### src/rtl/wdt_pkg.sv
package wdt_pkg;

  // A write reloads the counter only when its value is non-zero.
  function automatic logic wdt_is_reload(input logic wr, input logic [7:0] val);
    return wr && (val != 8'd0);
  endfunction

  // Next counter value: a load has priority over a decrement, and a decrement stops at zero.
  function automatic logic [7:0] wdt_next_count(input logic [7:0] cur,
                                                input logic       load,
                                                input logic [7:0] val,
                                                input logic       dec);
    logic [7:0] nxt;
    nxt = cur;
    if (load)                      nxt = val;
    else if (dec && cur != 8'd0)   nxt = cur - 8'd1;
    return nxt;
  endfunction

  // A decrement that leaves the count at zero is an expiry.
  function automatic logic wdt_hits_zero(input logic [7:0] cur, input logic dec);
    return dec && (cur == 8'd1);
  endfunction

endpackage

### src/rtl/wdt_arm_ctl.sv
module wdt_arm_ctl (
  input  logic clk,
  input  logic rst_n,
  input  logic load,
  output logic armed
);
  logic armed_q;

  always_ff @(posedge clk or negedge rst_n) begin
    if (!rst_n)    armed_q <= 1'b0;
    else if (load) armed_q <= 1'b1;
  end

  assign armed = armed_q;

  // only reset can disarm.
  assert_armed_sticky_R3: assert property (@(posedge clk) disable iff (!rst_n)
    armed_q |=> armed_q);

  // without a load the watchdog cannot become armed.
  assert_arm_needs_load_R7: assert property (@(posedge clk) disable iff (!rst_n)
    (!armed_q && !load) |=> !armed_q);
endmodule

### src/rtl/wdt_interval_mon.sv
module wdt_interval_mon (
  input  logic clk,
  input  logic rst_n,
  input  logic wr_en,
  input  logic tick_eff,
  output logic wr_seen,
  output logic dbl_wr
);
  logic seen_q;

  // A write that lands with a tick opens the new interval as already written.
  always_ff @(posedge clk or negedge rst_n) begin
    if (!rst_n)        seen_q <= 1'b0;
    else if (tick_eff) seen_q <= wr_en;
    else if (wr_en)    seen_q <= 1'b1;
  end

  assign wr_seen = seen_q;
  assign dbl_wr  = wr_en && seen_q && !tick_eff;

  // a write that shares a cycle with a tick marks the new interval.
  assert_tick_write_marks_R6: assert property (@(posedge clk) disable iff (!rst_n)
    (tick_eff && wr_en) |=> seen_q);

  // a tick with no write starts a clean interval.
  assert_tick_clears_R5: assert property (@(posedge clk) disable iff (!rst_n)
    (tick_eff && !wr_en) |=> !seen_q);

  // no tick and no write leave the flag alone.
  assert_flag_hold_R8: assert property (@(posedge clk) disable iff (!rst_n)
    (!tick_eff && !wr_en) |=> $stable(seen_q));
endmodule

### src/rtl/wdt_down_cnt.sv
module wdt_down_cnt
  import wdt_pkg::*;
#(
  parameter int CNT_W = 8
) (
  input  logic             clk,
  input  logic             rst_n,
  input  logic             armed,
  input  logic             load,
  input  logic [CNT_W-1:0] load_val,
  input  logic             tick_eff,
  output logic [CNT_W-1:0] count,
  output logic             expire
);
  logic [CNT_W-1:0] cnt_q;
  logic             dec;

  assign dec    = armed && tick_eff && !load;
  assign expire = wdt_hits_zero(cnt_q, dec);

  always_ff @(posedge clk or negedge rst_n) begin
    if (!rst_n) cnt_q <= '0;
    else        cnt_q <= wdt_next_count(cnt_q, load, load_val, dec);
  end

  assign count = cnt_q;

  // an idle counter does not move without a load.
  assert_idle_frozen_R2: assert property (@(posedge clk) disable iff (!rst_n)
    (!armed && !load) |=> $stable(cnt_q));

  // with no tick passed through, the count only changes on a load.
  assert_no_tick_no_step_R8: assert property (@(posedge clk) disable iff (!rst_n)
    (!tick_eff && !load) |=> $stable(cnt_q));

  // a load puts the written value in the counter.
  assert_load_value_R3: assert property (@(posedge clk) disable iff (!rst_n)
    load |=> (cnt_q == $past(load_val)));

  // an expiry leaves the count at zero.
  assert_expire_zero_R2: assert property (@(posedge clk) disable iff (!rst_n)
    expire |=> (cnt_q == '0));
endmodule

### src/rtl/wdt_tick_watchdog.sv
module wdt_tick_watchdog
  import wdt_pkg::*;
#(
  parameter int CNT_W = 8
) (
  input  logic             clk,
  input  logic             rst_n,
  input  logic             wr_en,
  input  logic [CNT_W-1:0] wr_data,
  input  logic             tick,
  input  logic             cnt_en,
  output logic             trap
);
  logic             tick_eff;
  logic             load;
  logic             armed;
  logic             wr_seen;
  logic             dbl_wr;
  logic             expire;
  logic [CNT_W-1:0] count;
  logic             trap_q;

  assign tick_eff = tick && cnt_en;
  assign load     = wr_en && (wr_data != '0);

  wdt_arm_ctl u_arm (
    .clk   (clk),
    .rst_n (rst_n),
    .load  (load),
    .armed (armed)
  );

  wdt_interval_mon u_ivl (
    .clk      (clk),
    .rst_n    (rst_n),
    .wr_en    (wr_en),
    .tick_eff (tick_eff),
    .wr_seen  (wr_seen),
    .dbl_wr   (dbl_wr)
  );

  wdt_down_cnt #(.CNT_W(CNT_W)) u_cnt (
    .clk      (clk),
    .rst_n    (rst_n),
    .armed    (armed),
    .load     (load),
    .load_val (wr_data),
    .tick_eff (tick_eff),
    .count    (count),
    .expire   (expire)
  );

  always_ff @(posedge clk or negedge rst_n) begin
    if (!rst_n)                  trap_q <= 1'b0;
    else if (expire || dbl_wr)   trap_q <= 1'b1;
  end

  assign trap = trap_q;

  // the trap is sticky.
  assert_trap_sticky_R4: assert property (@(posedge clk) disable iff (!rst_n)
    trap_q |=> trap_q);

  // a second write inside an interval raises the trap.
  assert_double_write_R5: assert property (@(posedge clk) disable iff (!rst_n)
    (wr_en && wr_seen && !tick_eff) |=> trap_q);

  // an expiry raises the trap.
  assert_expire_trap_R2: assert property (@(posedge clk) disable iff (!rst_n)
    expire |=> trap_q);

  // an idle watchdog with a clean interval cannot trap on its own.
  assert_idle_quiet_R1: assert property (@(posedge clk) disable iff (!rst_n)
    (!armed && !wr_en && !trap_q) |=> !trap_q);
endmodule

### config.mk
export PLATFORM = sky130hd
export DESIGN_NAME = wdt_tick_watchdog
export DESIGN_NICKNAME = d
export VERILOG_FILES = /design/src/rtl/wdt_pkg.sv /design/src/rtl/wdt_arm_ctl.sv /design/src/rtl/wdt_interval_mon.sv /design/src/rtl/wdt_down_cnt.sv /design/src/rtl/wdt_tick_watchdog.sv
export SDC_FILE = /design/constraint.sdc
export NUM_CORES = 1
export LEC_CHECK = 0
export BUFFER_PORTS_ARGS = -buffer_cell sky130_fd_sc_hd__buf_2
export CORE_AREA = 4 4 41 43
export CTS_BUF_LIST = sky130_fd_sc_hd__clkbuf_8
export CTS_CLUSTER_SIZE = 25
export DETAILED_ROUTE_END_ITERATION = 12
export DIE_AREA = 0 0 45 47
export HOLD_SLACK_MARGIN = 0.05
export PLACE_DENSITY = 0.87
export SYNTH_ARGS = -nofsm -noshare
export SYNTH_HDL_FRONTEND = slang
export SYNTH_SLANG_ARGS = --single-unit
### constraint.sdc
create_clock -name clk -period 2.5 [get_ports clk]
set_clock_uncertainty 0.2 [all_clocks]
set_input_delay 0.25 -clock clk [delete_from_list [all_inputs] [get_ports clk]]
set_output_delay 0.25 -clock clk [all_outputs]
set_load 0.05 [all_outputs]
### Yosys cells after proc, flatten, opt, wreduce, memory -nomap -nowiden

Cells that the tools add are included.

* input port bits: 13
* word-level logic and storage cells: 25
* flip-flop bits (word level): 11
* output and inout bits: 1

* add/subtract/negate cells: 1
* reduce and logical (&&, ||, !) cells: 15
* eq/ne operators: 1
* muxes and demuxes: 4

Operator list (number)
* 2-to-1 mux 8 bit: 2
* nonzero test 8 bit: 2
* equality test 8 x 1 -> 1 bit, second input constant: 1
* logical AND 1 bit: 8
* subtractor 8 x 1 -> 8 bit, second input constant: 1
* nonzero test 2 bit: 2
* logical NOT 1 bit: 2
* 2-to-1 mux 1 bit: 2
* logical OR 1 bit: 1

### Logic depth before layout (Yosys ltp)

* word-level depth: 7
* gate-level depth with buffers: 6
* depth with buffers taken out: 6

### By module

A second synthesis with hierarchy kept.

* cell total of the unflattened synthesis: 69
* area total of the unflattened synthesis: 653.1 um^2

Modules (own cells, without submodules)
* wdt_down_cnt: area each 521.8 um^2, instances 1, sequential area each 200.2 um^2, cells each 57
* wdt_tick_watchdog: area each 57.6 um^2, instances 1, sequential area each 25.0 um^2, cells each 6
* wdt_interval_mon: area each 42.5 um^2, instances 1, sequential area each 25.0 um^2, cells each 4
* wdt_arm_ctl: area each 31.3 um^2, instances 1, sequential area each 25.0 um^2, cells each 2

### Worst setup path after synthesis

OpenSTA, ideal clock, no wires.

* kind: register to register
* start point: register u_cnt.cnt_q[0] (netlist: u_cnt.count[0])
* end point: register u_cnt.cnt_q[1] (netlist: u_cnt.count[1])
* setup slack: 861 ps
* stages on the path, launching flop included: 7
* arrival time: 1362 ps
* clock period less this slack: 1639 ps
* data required time: 2224 ps
* setup time: 76 ps
* buffers on the path: 0
* path through: dfrtp_1 inv_1 ha_1 nor4b_4 a21oi_2 a21o_1 o21ai_1

* cells in the longest elaborated chain, start to end: 3
* elaborated cells on any way between the ends: 6
* classes of those cells: add/sub: 1; mux: 2; reduce/logical: 3

RTL lines
* start: declaration: line wdt_down_cnt.sv:15 `logic [CNT_W-1:0] cnt_q;`
* start signal: assignment: line wdt_down_cnt.sv:23 `else cnt_q <= wdt_next_count(cnt_q, load, load_val, dec);`
* subtractor 8 x 1 -> 8 bit / nonzero test 8 bit (equally long branches): line wdt_pkg.sv:16 `else if (dec && cur != 8'd0) nxt = cur - 8'd1;`
* 2-to-1 mux 8 bit / logical AND 1 bit (equally long branches): line wdt_pkg.sv:16
* 2-to-1 mux 8 bit / nonzero test 2 bit (equally long branches)

Parallel ways exist; a longest one is shown, timed or not. The select of a mux whose other input is x is not followed.
A chain may end at the register's enable or synchronous reset.

### Final worst setup path

* start point: register u_cnt.cnt_q[0] (netlist: u_cnt.count[0])
* end point: register u_cnt.cnt_q[0] (netlist: u_cnt.count[0])

The elaborated chain is that of the path after synthesis.

==> metrics <==
outcome=completed; clock tree root driver cell=sky130_fd_sc_hd__clkbuf_8; crit path time final=1.889 ns; Arr. time, crit path=between 1.5 and 2 ns; initial detailed-routing violation count=29; Diodes inserted=0; multiplexer share of the synthesized area=2.941%; complex-gate fraction of the synthesized area=18.93%; Max Slew Vio Count=0; number of standard cells in the final layout excluding fillers=roughly 110; y dimension of the die=47 um; worst slew pin tran=0.4751 ns; total I/O pin count=14; Reg power frac=between 40% and 50%; Worst EP required=2.41 ns; basic-gate share of the synthesized area counting and, or, nand and nor cells=26.65%; clock latency at the later pin of the worst-skew pair=approximately 0.23 ns; number of different library cells in the post-synthesis netlist=30; Synth async-reset ratio=100.0%; die footprint=2115 sq um; Routed WL=1656 um; count of hold buffers inserted by post-cts repair=4; Critical Path End=u_cnt.count[0]; number of CTS-inserted buffers=3; setup-violating endpoint count in the final report=0; beginning of the worst register-to-register path=u_cnt.count[0]; Crit. End Element=flip-flop; start point of the critical path=u_cnt.count[0]; total core area=1301 sq um; Startpoint Class=flip-flop; number of instances in the synthesized netlist=71; peak supply drop=0.4016 mV; clock slew at reported path FFs=~0.050 ns; clock share of power=35.2%; net count of the mapped netlist=a little under 90; buffers added on ports=13; pre-CTS WS=0.6424 ns; number of warnings issued by yosys=0; crit path max fanout=6; R2R setup slack=just over 0.6 ns; Post-Syn Area per Cell=9.587 sq um; fraction of power spent switching nets=approximately 28%; overall power=0.4760 mW; Post-synth top flop=sky130_fd_sc_hd__dfrtp_1; top-area cell type share of the netlist area=40.44%; Post-CTS Repair Setup Buffers=0; share of the clock period used by the worst path after layout=between 70 and 80%; CTS tree=done; Hold Startpoint=wr_data[1]; path class of the lowest-slack min-delay path=input port to flip-flop; post-synthesis instance area=between 600 and 700 sq um; fin nets=108; H-tree depth reported by CTS=1; Die X-Extent=45 um; start-to-end type of the worst setup path=flip-flop to flip-flop; wire length of the first global-routing pass=2773 um; power per cell area=around 560 nW/um^2; internal cell power=0.3441 mW; largest net degree at the start of global routing=12; number of maximum-capacitance violations=0; total via count in the routed design=roughly 670; clock tree buffer depth=2; number of nets with antenna violations after routing=0; cell count after placement=98; number of enable-type register cells in the synthesized netlist=0; endpoint of the most critical register-to-register path=u_cnt.count[0]; drt pass-1 iters=4; setup repair after global routing missed its margin=no; Area contributors post-synth=sky130_fd_sc_hd__dfrtp_1, sky130_fd_sc_hd__ha_1, sky130_fd_sc_hd__nand2_1, sky130_fd_sc_hd__o21ai_0, sky130_fd_sc_hd__nor4b_4; fraction of layout instances using a drive strength above 1=26.37%; count of instances resized after the clock tree is built=0; Post-DP HPWL=1227 um; routed vias/inst=6.302; Area growth syn-to-layout=24.63%; combinational family with the most area after synthesis=simple AND/OR/NAND/NOR gates; number of cells on the worst reg-to-reg path=6; cell taking the most area after synthesis=sky130_fd_sc_hd__dfrtp_1; filler cell count=around 110; highest achievable clock rate=0.5293 GHz; total clock sinks=11; part of the Yosys area used for sequential elements=40.44%; flops & latches, synth=11; setup slack of the critical path after layout=0.6107 ns; DRC viols=0; initial antenna violation count=0; relative slew slack=approximately two thirds; final-report hold violation count=0; Leakage Power=0.3569 nW; effective utilization at floorplan=52.31%; final weighted congestion in routability-driven placement=0.7862; area share of xor/xnor cells in the synthesized design=2.574%; total grt overflow=0; Synth Area in Adders=5.515%; number of global-route vias before repair=628; net load switching power=0.1320 mW; average wire per standard cell=15.62 um; Sum Neg Setup Slack=0 ns; GR Util All Layers=between 10% and 20%; Std-Cell Rows=13; combinational power share=19.1%
[area by class of cell]
cell class / count / area (sq um) / area share, %
Clock inverter: 1 / 3.754 / 0.4425
Multi-Input combinational cell: 55 / 385.4 / 45.43
Tap cell: 15 / 18.77 / 2.212
Timing Repair Buffer: 18 / 112.6 / 13.27
Clock buffer: 3 / 41.29 / 4.867
Sequential cell: 11 / 275.3 / 32.45
Inverter: 3 / 11.26 / 1.327
[synthesized netlist by cell type (2+ instances only)]
cell type,count
sky130_fd_sc_hd__a21o_1,2
sky130_fd_sc_hd__xnor2_1,2
sky130_fd_sc_hd__nor3_1,2
sky130_fd_sc_hd__a31oi_1,3
sky130_fd_sc_hd__mux2i_1,2
sky130_fd_sc_hd__nor4_1,3
sky130_fd_sc_hd__nand2_1,9
sky130_fd_sc_hd__inv_1,3
sky130_fd_sc_hd__ha_1,3
sky130_fd_sc_hd__dfrtp_1,11
sky130_fd_sc_hd__o21ai_0,5
sky130_fd_sc_hd__o21ai_1,3
sky130_fd_sc_hd__a21oi_1,2
sky130_fd_sc_hd__nor2_1,4
sky130_fd_sc_hd__nand4_1,2
[kinds of logic (layout without fill, tap and decap cells)]
group / after synthesis / in the layout
xor+xnor: 2 / 2
fa+ha+maj: 3 / 3
flops: 11 / 11
simple gates: 28 / 28
compound gates: 20 / 20
mux: 2 / 2
buf+inv: 5 / 25
[placed cells by master, fill, tap and decap left out]
cell / count
sky130_fd_sc_hd__a211oi_1: 1
sky130_fd_sc_hd__a21bo_2: 1
sky130_fd_sc_hd__a21boi_0: 1
sky130_fd_sc_hd__a21o_1: 2
sky130_fd_sc_hd__a21oi_1: 2
sky130_fd_sc_hd__a21oi_2: 1
sky130_fd_sc_hd__a31oi_1: 3
sky130_fd_sc_hd__and3_1: 1
sky130_fd_sc_hd__and4bb_2: 1
sky130_fd_sc_hd__buf_2: 13
sky130_fd_sc_hd__buf_4: 1
sky130_fd_sc_hd__clkbuf_8: 3
sky130_fd_sc_hd__dfrtp_1: 11
sky130_fd_sc_hd__dlygate4sd3_1: 4
sky130_fd_sc_hd__ha_1: 3
sky130_fd_sc_hd__inv_1: 4
sky130_fd_sc_hd__mux2i_1: 2
sky130_fd_sc_hd__nand2_1: 9
sky130_fd_sc_hd__nand3_1: 1
sky130_fd_sc_hd__nand4_1: 2
sky130_fd_sc_hd__nor2_1: 4
sky130_fd_sc_hd__nor2b_1: 1
sky130_fd_sc_hd__nor3_1: 2
sky130_fd_sc_hd__nor3_4: 1
sky130_fd_sc_hd__nor4_1: 3
sky130_fd_sc_hd__nor4b_2: 1
sky130_fd_sc_hd__nor4b_4: 1
sky130_fd_sc_hd__o21ai_0: 5
sky130_fd_sc_hd__o21ai_1: 3
sky130_fd_sc_hd__o41a_1: 1
sky130_fd_sc_hd__or2_2: 1
sky130_fd_sc_hd__xnor2_1: 2
[registers in the layout, summed over array words and instances, names as in the netlist]
| signal | cells |
|---|---|
| u_cnt.count | 8 |
| u_ivl.wr_seen | 1 |
| trap | 1 |
| u_arm.armed | 1 |
[per-stage QoR]
stage / area [sq um] / utilization (%) / hold WS, ns
after floorplan: 680.7 / - / -0.2456
after global placement: 763.2 / 58.65 / -0.07820
after detailed placement: 763.2 / 58.65 / -0.07566
after CTS: 848.3 / 65.19 / 0.05223
after global routing: 848.3 / 65.19 / 0.06640
final: 848.3 / 65.19 / 0.05422
[critical path, cell delays in order, from the launching register on]
cell                      delay (ns)
sky130_fd_sc_hd__dfrtp_1        0.43
sky130_fd_sc_hd__inv_1          0.11
sky130_fd_sc_hd__ha_1           0.17
sky130_fd_sc_hd__nor4b_4        0.38
sky130_fd_sc_hd__a21oi_2        0.15
sky130_fd_sc_hd__xnor2_1        0.22
sky130_fd_sc_hd__o21ai_0        0.10
[worst min path at each step]
| stage | end | slack (ns) | depth (start not counted) |
|---|---|---|---|
| 2_1_floorplan | trap | -0.25 | 0 |
| 3_3_place_gp | trap | -0.08 | 1 |
| 3_5_place_dp | trap | -0.08 | 1 |
| 4_1_cts | u_cnt.count[5] | 0.05 | 3 |
| 5_1_grt | u_cnt.count[1] | 0.07 | 3 |
| 6_report | u_cnt.count[1] | 0.05 | 3 |
[power groups by stage]
stage	registers (mW)	logic [mW]	clock network, mW
CTS	0.217	0.0898	0.173
global route	0.219	0.101	0.179
finish	0.218	0.0908	0.167
floorplan	0.214	0.0553	0
detailed placement	0.220	0.0840	0
global placement	0.217	0.0806	0
[metal layers]
| metal | global-route usage, % | vias up | routed length, um |
|---|---|---|---|
| met4 | 14.62 | 0 | 104 |
| met5 | 0 | - | 0 |
| met2 | 32.49 | 42 | 826 |
| met3 | 4.215 | 20 | 111 |
| li1 | - | 302 | - |
| met1 | 21.29 | 304 | 614 |
Power figures use the tool's default switching activity.
